### config.mk
export PLATFORM = sky130hd
export DESIGN_NAME = cfgfwd_top
export DESIGN_NICKNAME = d
export VERILOG_FILES = /design/src/rtl/cfgfwd_pkg.sv /design/src/rtl/cfgfwd_classify.sv /design/src/rtl/cfgfwd_idsel_dec.sv /design/src/rtl/cfgfwd_addr_build.sv /design/src/rtl/cfgfwd_top.sv
export SDC_FILE = /design/constraint.sdc
export NUM_CORES = 1
export LEC_CHECK = 0
export BUFFER_PORTS_ARGS = -buffer_cell sky130_fd_sc_hd__buf_4
export CAP_MARGIN = 20
export CORE_MARGIN = 8
export CORE_UTILIZATION = 45
export CTS_BUF_LIST = sky130_fd_sc_hd__clkbuf_4
export DETAILED_ROUTE_END_ITERATION = 6
export PLACE_DENSITY = 0.73
export REMOVE_ABC_BUFFERS = 1
export SYNTH_ARGS = -nofsm -noshare
export SYNTH_HDL_FRONTEND = slang
export SYNTH_SLANG_ARGS = --single-unit
### constraint.sdc
create_clock -name clk -period 3.2 [get_ports clk]
set_input_delay 0.16 -clock clk [delete_from_list [all_inputs] [get_ports clk]]
set_output_delay 0.16 -clock clk [all_outputs]
set_load 0.005 [all_outputs]
### src/rtl/cfgfwd_pkg.sv
package cfgfwd_pkg;

  typedef enum logic [2:0] {
    ACT_IGNORE  = 3'd0,
    ACT_CLAIM   = 3'd1,
    ACT_CONVERT = 3'd2,
    ACT_PASS    = 3'd3,
    ACT_SPECIAL = 3'd4
  } fwd_act_e;

  localparam logic [3:0] CMD_SPECIAL = 4'b0001;
  localparam logic [3:0] CMD_CFG_RD  = 4'b1010;
  localparam logic [3:0] CMD_CFG_WR  = 4'b1011;

  localparam int REG_LSB = 2;
  localparam int REG_W   = 6;
  localparam int FN_LSB  = 8;
  localparam int FN_W    = 3;
  localparam int DEV_LSB = 11;
  localparam int DEV_W   = 5;
  localparam int BUS_LSB = 16;

endpackage

### src/rtl/cfgfwd_classify.sv
module cfgfwd_classify
  import cfgfwd_pkg::*;
#(
  parameter int BUS_W = 8,
  localparam int HDR_W = BUS_LSB + BUS_W
) (
  input  logic [3:0]       cmd_i,
  input  logic [HDR_W-1:0] hdr_i,
  input  logic             idsel_i,
  input  logic [BUS_W-1:0] dn_bus_i,
  input  logic [BUS_W-1:0] sub_bus_i,
  output fwd_act_e         act_o
);

  logic             is_cfg;
  logic             is_wr;
  logic [BUS_W-1:0] bus;
  logic [DEV_W-1:0] dev;
  logic [FN_W-1:0]  fn;
  logic [REG_W-1:0] rnum;
  logic             spc_fields;

  assign is_cfg     = (cmd_i == CMD_CFG_RD) || (cmd_i == CMD_CFG_WR);
  assign is_wr      = (cmd_i == CMD_CFG_WR);
  assign bus        = hdr_i[BUS_LSB +: BUS_W];
  assign dev        = hdr_i[DEV_LSB +: DEV_W];
  assign fn         = hdr_i[FN_LSB +: FN_W];
  assign rnum       = hdr_i[REG_LSB +: REG_W];
  assign spc_fields = (&dev) && (&fn) && (rnum == '0);

  always_comb begin
    act_o = ACT_IGNORE;
    if (is_cfg) begin
      unique case (hdr_i[1:0])
        2'b00: if (idsel_i) act_o = ACT_CLAIM;
        2'b01: begin
          if (bus == dn_bus_i)
            act_o = (is_wr && spc_fields) ? ACT_SPECIAL : ACT_CONVERT;
          else if ((bus > dn_bus_i) && (bus <= sub_bus_i))
            act_o = ACT_PASS;
        end
        default: act_o = ACT_IGNORE;
      endcase
    end
  end

endmodule

### src/rtl/cfgfwd_idsel_dec.sv
module cfgfwd_idsel_dec
  import cfgfwd_pkg::*;
#(
  parameter int LINES = 16
) (
  input  logic [DEV_W-1:0] dev_i,
  output logic [LINES-1:0] sel_o
);

  for (genvar g = 0; g < LINES; g++) begin : g_line
    assign sel_o[g] = (dev_i == DEV_W'(g));
  end

endmodule

### src/rtl/cfgfwd_addr_build.sv
module cfgfwd_addr_build
  import cfgfwd_pkg::*;
#(
  parameter int ADDR_W = 32,
  localparam int LINES = ADDR_W - BUS_LSB
) (
  input  fwd_act_e          act_i,
  input  logic [3:0]        cmd_i,
  input  logic [ADDR_W-1:0] addr_i,
  input  logic [LINES-1:0]  sel_i,
  output logic [ADDR_W-1:0] addr_o,
  output logic [3:0]        cmd_o
);

  always_comb begin
    addr_o = '0;
    cmd_o  = '0;
    unique case (act_i)
      ACT_CLAIM, ACT_PASS: begin
        addr_o = addr_i;
        cmd_o  = cmd_i;
      end
      ACT_CONVERT: begin
        addr_o[BUS_LSB +: LINES]  = sel_i;
        addr_o[DEV_LSB-1:REG_LSB] = addr_i[DEV_LSB-1:REG_LSB];
        cmd_o                     = cmd_i;
      end
      ACT_SPECIAL: begin
        addr_o = addr_i;
        cmd_o  = CMD_SPECIAL;
      end
      default: ;
    endcase
  end

endmodule

### src/rtl/cfgfwd_top.sv
module cfgfwd_top
  import cfgfwd_pkg::*;
#(
  parameter int ADDR_W = 32,
  parameter int BUS_W  = 8,
  localparam int LINES = ADDR_W - BUS_LSB,
  localparam int HDR_W = BUS_LSB + BUS_W
) (
  input  logic              clk,
  input  logic              rst,
  input  logic              req_valid,
  input  logic [3:0]        req_cmd,
  input  logic [ADDR_W-1:0] req_addr,
  input  logic              req_idsel,
  input  logic [BUS_W-1:0]  dn_bus,
  input  logic [BUS_W-1:0]  sub_bus,
  output logic              fwd_valid,
  output logic [2:0]        fwd_act,
  output logic [ADDR_W-1:0] fwd_addr,
  output logic [3:0]        fwd_cmd,
  output logic              fwd_single
);

  fwd_act_e          act_c;
  logic [LINES-1:0]  sel_c;
  logic [ADDR_W-1:0] addr_c;
  logic [3:0]        cmd_c;

  cfgfwd_classify #(.BUS_W(BUS_W)) u_cls (
    .cmd_i     (req_cmd),
    .hdr_i     (req_addr[HDR_W-1:0]),
    .idsel_i   (req_idsel),
    .dn_bus_i  (dn_bus),
    .sub_bus_i (sub_bus),
    .act_o     (act_c)
  );

  cfgfwd_idsel_dec #(.LINES(LINES)) u_dec (
    .dev_i (req_addr[DEV_LSB +: DEV_W]),
    .sel_o (sel_c)
  );

  cfgfwd_addr_build #(.ADDR_W(ADDR_W)) u_bld (
    .act_i  (act_c),
    .cmd_i  (req_cmd),
    .addr_i (req_addr),
    .sel_i  (sel_c),
    .addr_o (addr_c),
    .cmd_o  (cmd_c)
  );

  always_ff @(posedge clk) begin
    if (rst) begin
      fwd_valid  <= 1'b0;
      fwd_act    <= ACT_IGNORE;
      fwd_addr   <= '0;
      fwd_cmd    <= '0;
      fwd_single <= 1'b0;
    end else begin
      fwd_valid  <= req_valid;
      fwd_act    <= req_valid ? act_c : ACT_IGNORE;
      fwd_addr   <= req_valid ? addr_c : '0;
      fwd_cmd    <= req_valid ? cmd_c : '0;
      fwd_single <= req_valid && (act_c != ACT_IGNORE);
    end
  end

  AST_CONV_ONEHOT: assert property (@(posedge clk) disable iff (rst)
    (fwd_act == ACT_CONVERT) |-> $onehot0(fwd_addr[ADDR_W-1:BUS_LSB]));
  AST_CONV_TYPE0: assert property (@(posedge clk) disable iff (rst)
    (fwd_act == ACT_CONVERT) |-> (fwd_addr[1:0] == 2'b00));
  AST_PASS_SAME: assert property (@(posedge clk) disable iff (rst)
    (fwd_act == ACT_PASS) |-> (fwd_addr == $past(req_addr) && fwd_cmd == $past(req_cmd)));
  AST_SPECIAL_WR: assert property (@(posedge clk) disable iff (rst)
    (fwd_act == ACT_SPECIAL) |-> (fwd_cmd == CMD_SPECIAL && $past(req_cmd) == CMD_CFG_WR));
  AST_CLAIM_SEL: assert property (@(posedge clk) disable iff (rst)
    (fwd_act == ACT_CLAIM) |-> $past(req_idsel));
  AST_SINGLE_DW: assert property (@(posedge clk) disable iff (rst)
    (fwd_act != ACT_IGNORE) |-> fwd_single);
  AST_IDLE_ZERO: assert property (@(posedge clk) disable iff (rst)
    !fwd_valid |-> (fwd_act == ACT_IGNORE && fwd_addr == '0 && !fwd_single));

endmodule

==> run metrics, run 1 <==
share of layout cells above drive strength 1 36.2%; number of synthesized flops with an enable pin 0; Via Count 2145; GR Util All Layers 17.1%; row cnt 25; Mapped Cells 261; IO Port Bufs 96; Final Hold Violating Endpoints 0; die area 0.00743 mm^2; Leakage Power 1.45 nW; Clock Tree Buf Depth 2; Synth top area share roughly 37%; CTS root buf clkbuf_4; Sink Count 41; WP data required 3.48 ns; Final min period 2.41 ns; Max FO, Critical Path 11; run status completed; CTS H-tree depth 2; placed instance area 0.00300 mm^2; largest net degree at the start of global routing 25; initial drt markers about 150; core area 0.00475 mm^2; cts repair resizes 0; Worst VDD drop 0.205 mV; first-pass GRT wire length 10.3 mm; Post-Layout Inst Area 0.00313 mm^2; Synth-to-Final Area Change 40.9%; WL met3 611 um; routed wl met2 ~3.0 mm; DR top layer met4; CP Capture Type register; RSZ-0062 raised after global routing no; min-delay worst type in2reg; max_slew headroom 60.0%; Clk pin slew, worst setup/hold paths 0.13 ns; flop and latch count out of synthesis 41; Mapped Area 0.00222 mm^2; antenna viol nets, final 0; ys flop type dfxtp_1; via density per instance just over 5; nets@finish 430; post-synthesis sequential area ratio 37.0%; Post-synth top cells dfxtp_1 (41), inv_1 (38), nor2_1 (22); Initial Util 46.7%; CTS tree yes; die width 86.2 um; Fmax ~420 MHz; M1 wire length 2.73 mm; # Max-Cap Violations 0; arrival time of the worst setup path 2.69 ns; Die H 86.2 um; total gr overflow 0; Register Area 821 um^2; most frequent cell after synthesis dfxtp_1; crit path kind in2reg; final wirelength 6.44 mm; DR DRC count 0; mean area per synthesized cell approximately 8.5 um^2; Final Setup Violations 0; Cell Pwr Density approximately 350 mW/mm^2; FFs w/ async S/R, synth 0%; wire per inst 15.1 um; CP Launch Type input port; area leader, netlist dfxtp_1; CTS buffer count 5; 1st-pass router iterations 5; fillers 464; Tcrit/Tclk final 75.3%; Final Max Tran Viols 0; diode count 0; setup_tns 0 ns; Distinct cells, synth 38; largest cells by area after synthesis dfxtp_1 (37%), ha_1 (9.0%), inv_1 (6.4%), a21oi_1 (4.7%), a41oi_1 (4.7%); Worst Tran Pin Value between 0.5 and 0.6 ns; Multi-input gate area 0.00120 mm^2; Final Util 65.7%; DP HPWL 5.07 mm; initial antenna violation count 0; Ys Warns 0; # IOs 97; vias in the first global route 2216; Placer Congestion 0.822
==> registers in the layout (all words and copies together), names as in the netlist <==
signal      count
fwd_act         3
fwd_addr       32
fwd_cmd         4
fwd_single      1
fwd_valid       1
==> what timing repair did <==
action	in CTS	in global routing
hold endpoints to repair	1	1
buffers inserted	0	0
hold buffers	1	1
==> cell usage in the layout, fill, tap and decap left out, types with 6 or more instances in the layout <==
cell type,n
ha_1,16
a211oi_2,9
a211oi_1,6
nor2_1,22
a41oi_1,12
a21oi_1,21
nand3_1,7
nand2_1,21
dfxtp_1,41
inv_1,38
buf_4,100
==> worst max-delay path: stages <==
cell and delay [ns]:
dlygate4sd3_1 0.53, buf_4 0.11, or4b_4 0.48, nor4_4 0.20, nand3b_1 0.47, nand2b_1 0.38, a21boi_0 0.16, a211oi_2 0.22
==> through the flow <==
| stage | total power, mW | hold slack [ns] | worst slack [ns] | instances |
|---|---|---|---|---|
| floorplan | 0.598 | 0.250 | 0.0122 | 249 |
| CTS | 1.11 | 0.0120 | 1.09 | 425 |
| global placement | 0.694 | 0.344 | 0.793 | 416 |
| detailed placement | 0.697 | 0.353 | 0.725 | 416 |
| finish | 1.11 | 0.0231 | 0.791 | 426 |
| global route | 1.16 | 0.00180 | 0.640 | 426 |
==> final timing paths <==
| kind | from | endpoint | slack (ns) | depth (start not counted) |
|---|---|---|---|---|
| worst max-delay path | req_addr[9] | fwd_addr[16]$_SDFF_PP0_ | 0.79 | 8 |
| worst min-delay path | req_addr[3] | fwd_addr[3]$_SDFF_PP0_ | 0.02 | 3 |
==> layer usage <==
metal | GRT usage (%) | vias to the layer above
li1 | - | 1101
met1 | 19.6 | 953
met2 | 28.8 | 87
met3 | 6.62 | 4
met4 | 5.32 | 0
met5 | 0 | -
==> area by class of cell <==
cell class	instances	area share (%)
tap	67	2.68
timing repair buffer	102	24.7
multi-input combinational	170	38.4
inverter	38	4.56
clock inverter	3	2.20
clock buffer	5	1.20
sequential	41	26.3
==> where the power goes <==
group	total, mW	internal (mW)	switching, mW	leakage, nW
Sequential	0.514	0.513	0.000768	0.331
Clock	0.418	0.246	0.172	0.0558
Combinational	0.175	0.0855	0.0895	1.06
==> kinds of logic (layout without fill, tap and decap cells) <==
group	count (synthesis)	in the layout	share of synthesized area, %
other	1	2	0.169
flip-flops	41	41	37.0
AND/OR/NAND/NOR	82	82	20.8
adder cells (fa/ha/maj)	16	16	9.02
buffers and inverters	51	148	9.42
AO/OA/AOI/OAI	70	70	23.6
No activity file was read; power rests on OpenSTA's default activity.
==> run 2: changes to the inputs <==
--- a/config.mk
+++ b/config.mk
@@ -8,10 +8,10 @@
 export BUFFER_PORTS_ARGS = -buffer_cell sky130_fd_sc_hd__buf_4
 export CAP_MARGIN = 20
 export CORE_MARGIN = 8
-export CORE_UTILIZATION = 45
+export CORE_UTILIZATION = 44
 export CTS_BUF_LIST = sky130_fd_sc_hd__clkbuf_4
 export DETAILED_ROUTE_END_ITERATION = 6
-export PLACE_DENSITY = 0.73
+export PLACE_DENSITY = 0.75
 export REMOVE_ABC_BUFFERS = 1
 export SYNTH_ARGS = -nofsm -noshare
 export SYNTH_HDL_FRONTEND = slang
==> constraint.sdc (replaced) <==
create_clock -name clk -period 2 [get_ports clk]
set_input_delay 0.1 -clock clk [delete_from_list [all_inputs] [get_ports clk]]
set_output_delay 0.1 -clock clk [all_outputs]
set_load 0.005 [all_outputs]
==> run 2 against run 1 <==
Clock power up 22%. Sequential power increased by 60%. Critical path depth up 1. Critical path type unchanged. Critical endpoint is now fwd_addr[23]$_SDFF_PP0_. Largest power group unchanged. Highest routed layer unchanged.
==> run metrics, run 2 (synthesis gave the netlist of run 1 again) <==
DR DRC count 0 (unchanged); Leakage Power 1.56 nW (+7.5%); Hold WS 0.0267 ns (+0.00363 ns); wire per inst 15.2 um (+0.66%); die width 87.0 um (+0.92%); Placer Congestion 0.870 (+5.8%); diode count 0 (unchanged); Via Count 2342 (+9.2%); RSZ-0062 raised after global routing no; die area 0.00757 mm^2 (+1.9%); first-pass GRT wire length 11.3 mm (+10%); nets@finish 456 (+6.0%); Tot Pwr 1.64 mW (+48%); most common cell after layout, fill and taps aside buf_4; IO Port Bufs 96 (unchanged); Max FO, Critical Path 4 (-7); M3 GR Usage 6.51% (-0.11 points); Top reg by flops fwd_addr; initial drt markers 124 (-14%); CTS tree yes; Clock Tree Buf Depth 2 (unchanged); cts repair resizes 0 (unchanged); min-delay worst type in2reg; GR Util All Layers 18.6% (+1.5 points); initial antenna violation count 0 (unchanged); DP HPWL 5.26 mm (+3.7%); Final Hold Violating Endpoints 0 (unchanged); vias in the first global route 2415 (+9.0%); Place WS -0.0135 ns (-0.739 ns); Final Setup Violations 0 (unchanged); row cnt 26 (+4.0%); max FFs per register 32 (unchanged); largest net degree at the start of global routing 25 (unchanged); met1 Track Usage GR 20.5% (+0.96 points); Tcrit/Tclk final roughly 89%; commonest non-fill, non-tap cells in the layout buf_4 (116), dfxtp_1 (41), inv_1 (38); CTS root buf clkbuf_4; Sink Count 41 (unchanged); fillers 411 (-11%); Cell Pwr Density 494 mW/mm^2 (+39%); CTS H-tree depth 2 (unchanged); Final Util 66.8% (+1.1 points); run status completed; # Max-Cap Violations 0 (unchanged); Clk pin slew, worst setup/hold paths 0.11 ns (-0.02 ns); antenna viol nets, final 0 (unchanged); arrival time of the worst setup path 2.06 ns (-0.63 ns); 1st-pass router iterations 4 (-1); via density per instance 5.16 (+2.5%); Initial Util 44.6% (-2.1 points); top flop regs fwd_addr (32), fwd_cmd (4), fwd_act (3); Synth-to-Final Area Change 49.9%; crit path kind in2reg; Die H 87.0 um (+0.92%); CTS buffer count 5 (unchanged); Final min period 1.78 ns; met2 Use GR 32.5% (+3.8 points); GRT busiest layer met2; Worst VDD drop 0.271 mV (+33%); total gr overflow 0 (unchanged); CP Launch Type input port; # IOs 97 (unchanged); share of layout cells above drive strength 1 38.0% (+1.8 points); Final Max Tran Viols 0 (unchanged); worst setup margin 0.217 ns (-0.574 ns); Fmax 561 MHz; CP Capture Type register; core area 0.00498 mm^2 (+4.7%); final wirelength 6.91 mm (+7.3%); WP data required 2.28 ns (-1.20 ns)
## run 2: cell types whose count changed in the layout (fill, tap and decap cells not counted), sizes merged
cell / change
buf: +17
dlygate4sd3: +9
bufinv: -1
clkinv: +1
inv: -1
## run 2: per-layer routing
metal	up-vias	wire length, um
li1	1163	-
met5	-	0
met4	0	116
met1	1067	2760
met3	9	733
met2	103	3300
## run 2: cell type report
| type | count | area, um^2 | share of cell area (%) |
|---|---|---|---|
| multi-input combinational | 170 | 1200 | 36.1 |
| inverter | 38 | 143 | 4.29 |
| clock inverter | 2 | 35.0 | 1.05 |
| clock buffer | 5 | 37.5 | 1.13 |
| sequential | 41 | 821 | 24.7 |
| tap | 70 | 87.6 | 2.63 |
| timing repair buffer | 128 | 1000 | 30.1 |
## run 2: worst max-delay path: stages
cell and delay [ns]:
dlygate4sd3_1 0.54, buf_4 0.14, nand4bb_1 0.23, nor4_4 0.22, nand3b_1 0.19, buf_4 0.18, a211oi_2 0.22, a41oi_1 0.08
a21oi_2 0.16
## run 2: power by group
part	switching, mW	total, mW	internal, mW
Sequential	0.00125	0.822	0.821
Combinational	0.150	0.312	0.161
Clock	0.253	0.508	0.255
## run 2: repair_timing
item | CTS | global route
setup buffers | 0 | 1
endpoints found under the setup margin | 0 | 7
hold buffers | 11 | 0
endpoints found under the hold margin | 11 | 0
## run 2: worst paths after layout
check	slack, ns	end	from	depth (start not counted)
setup / recovery	0.22	fwd_addr[23]$_SDFF_PP0_	req_addr[5]	9
hold / removal	0.03	fwd_addr[12]$_SDFF_PP0_	req_addr[12]	3
## run 2: stage by stage
| stage | setup TNS (ns) | instance area, um^2 | cells |
|---|---|---|---|
| 2_1_floorplan | -31.08 | 2160 | 249 |
| 3_3_place_gp | 0 | 3140 | 435 |
| 3_5_place_dp | -0.0135 | 3140 | 435 |
| 4_1_cts | 0 | 3320 | 453 |
| 5_1_grt | 0 | 3330 | 454 |
| 6_report | 0 | 3330 | 454 |
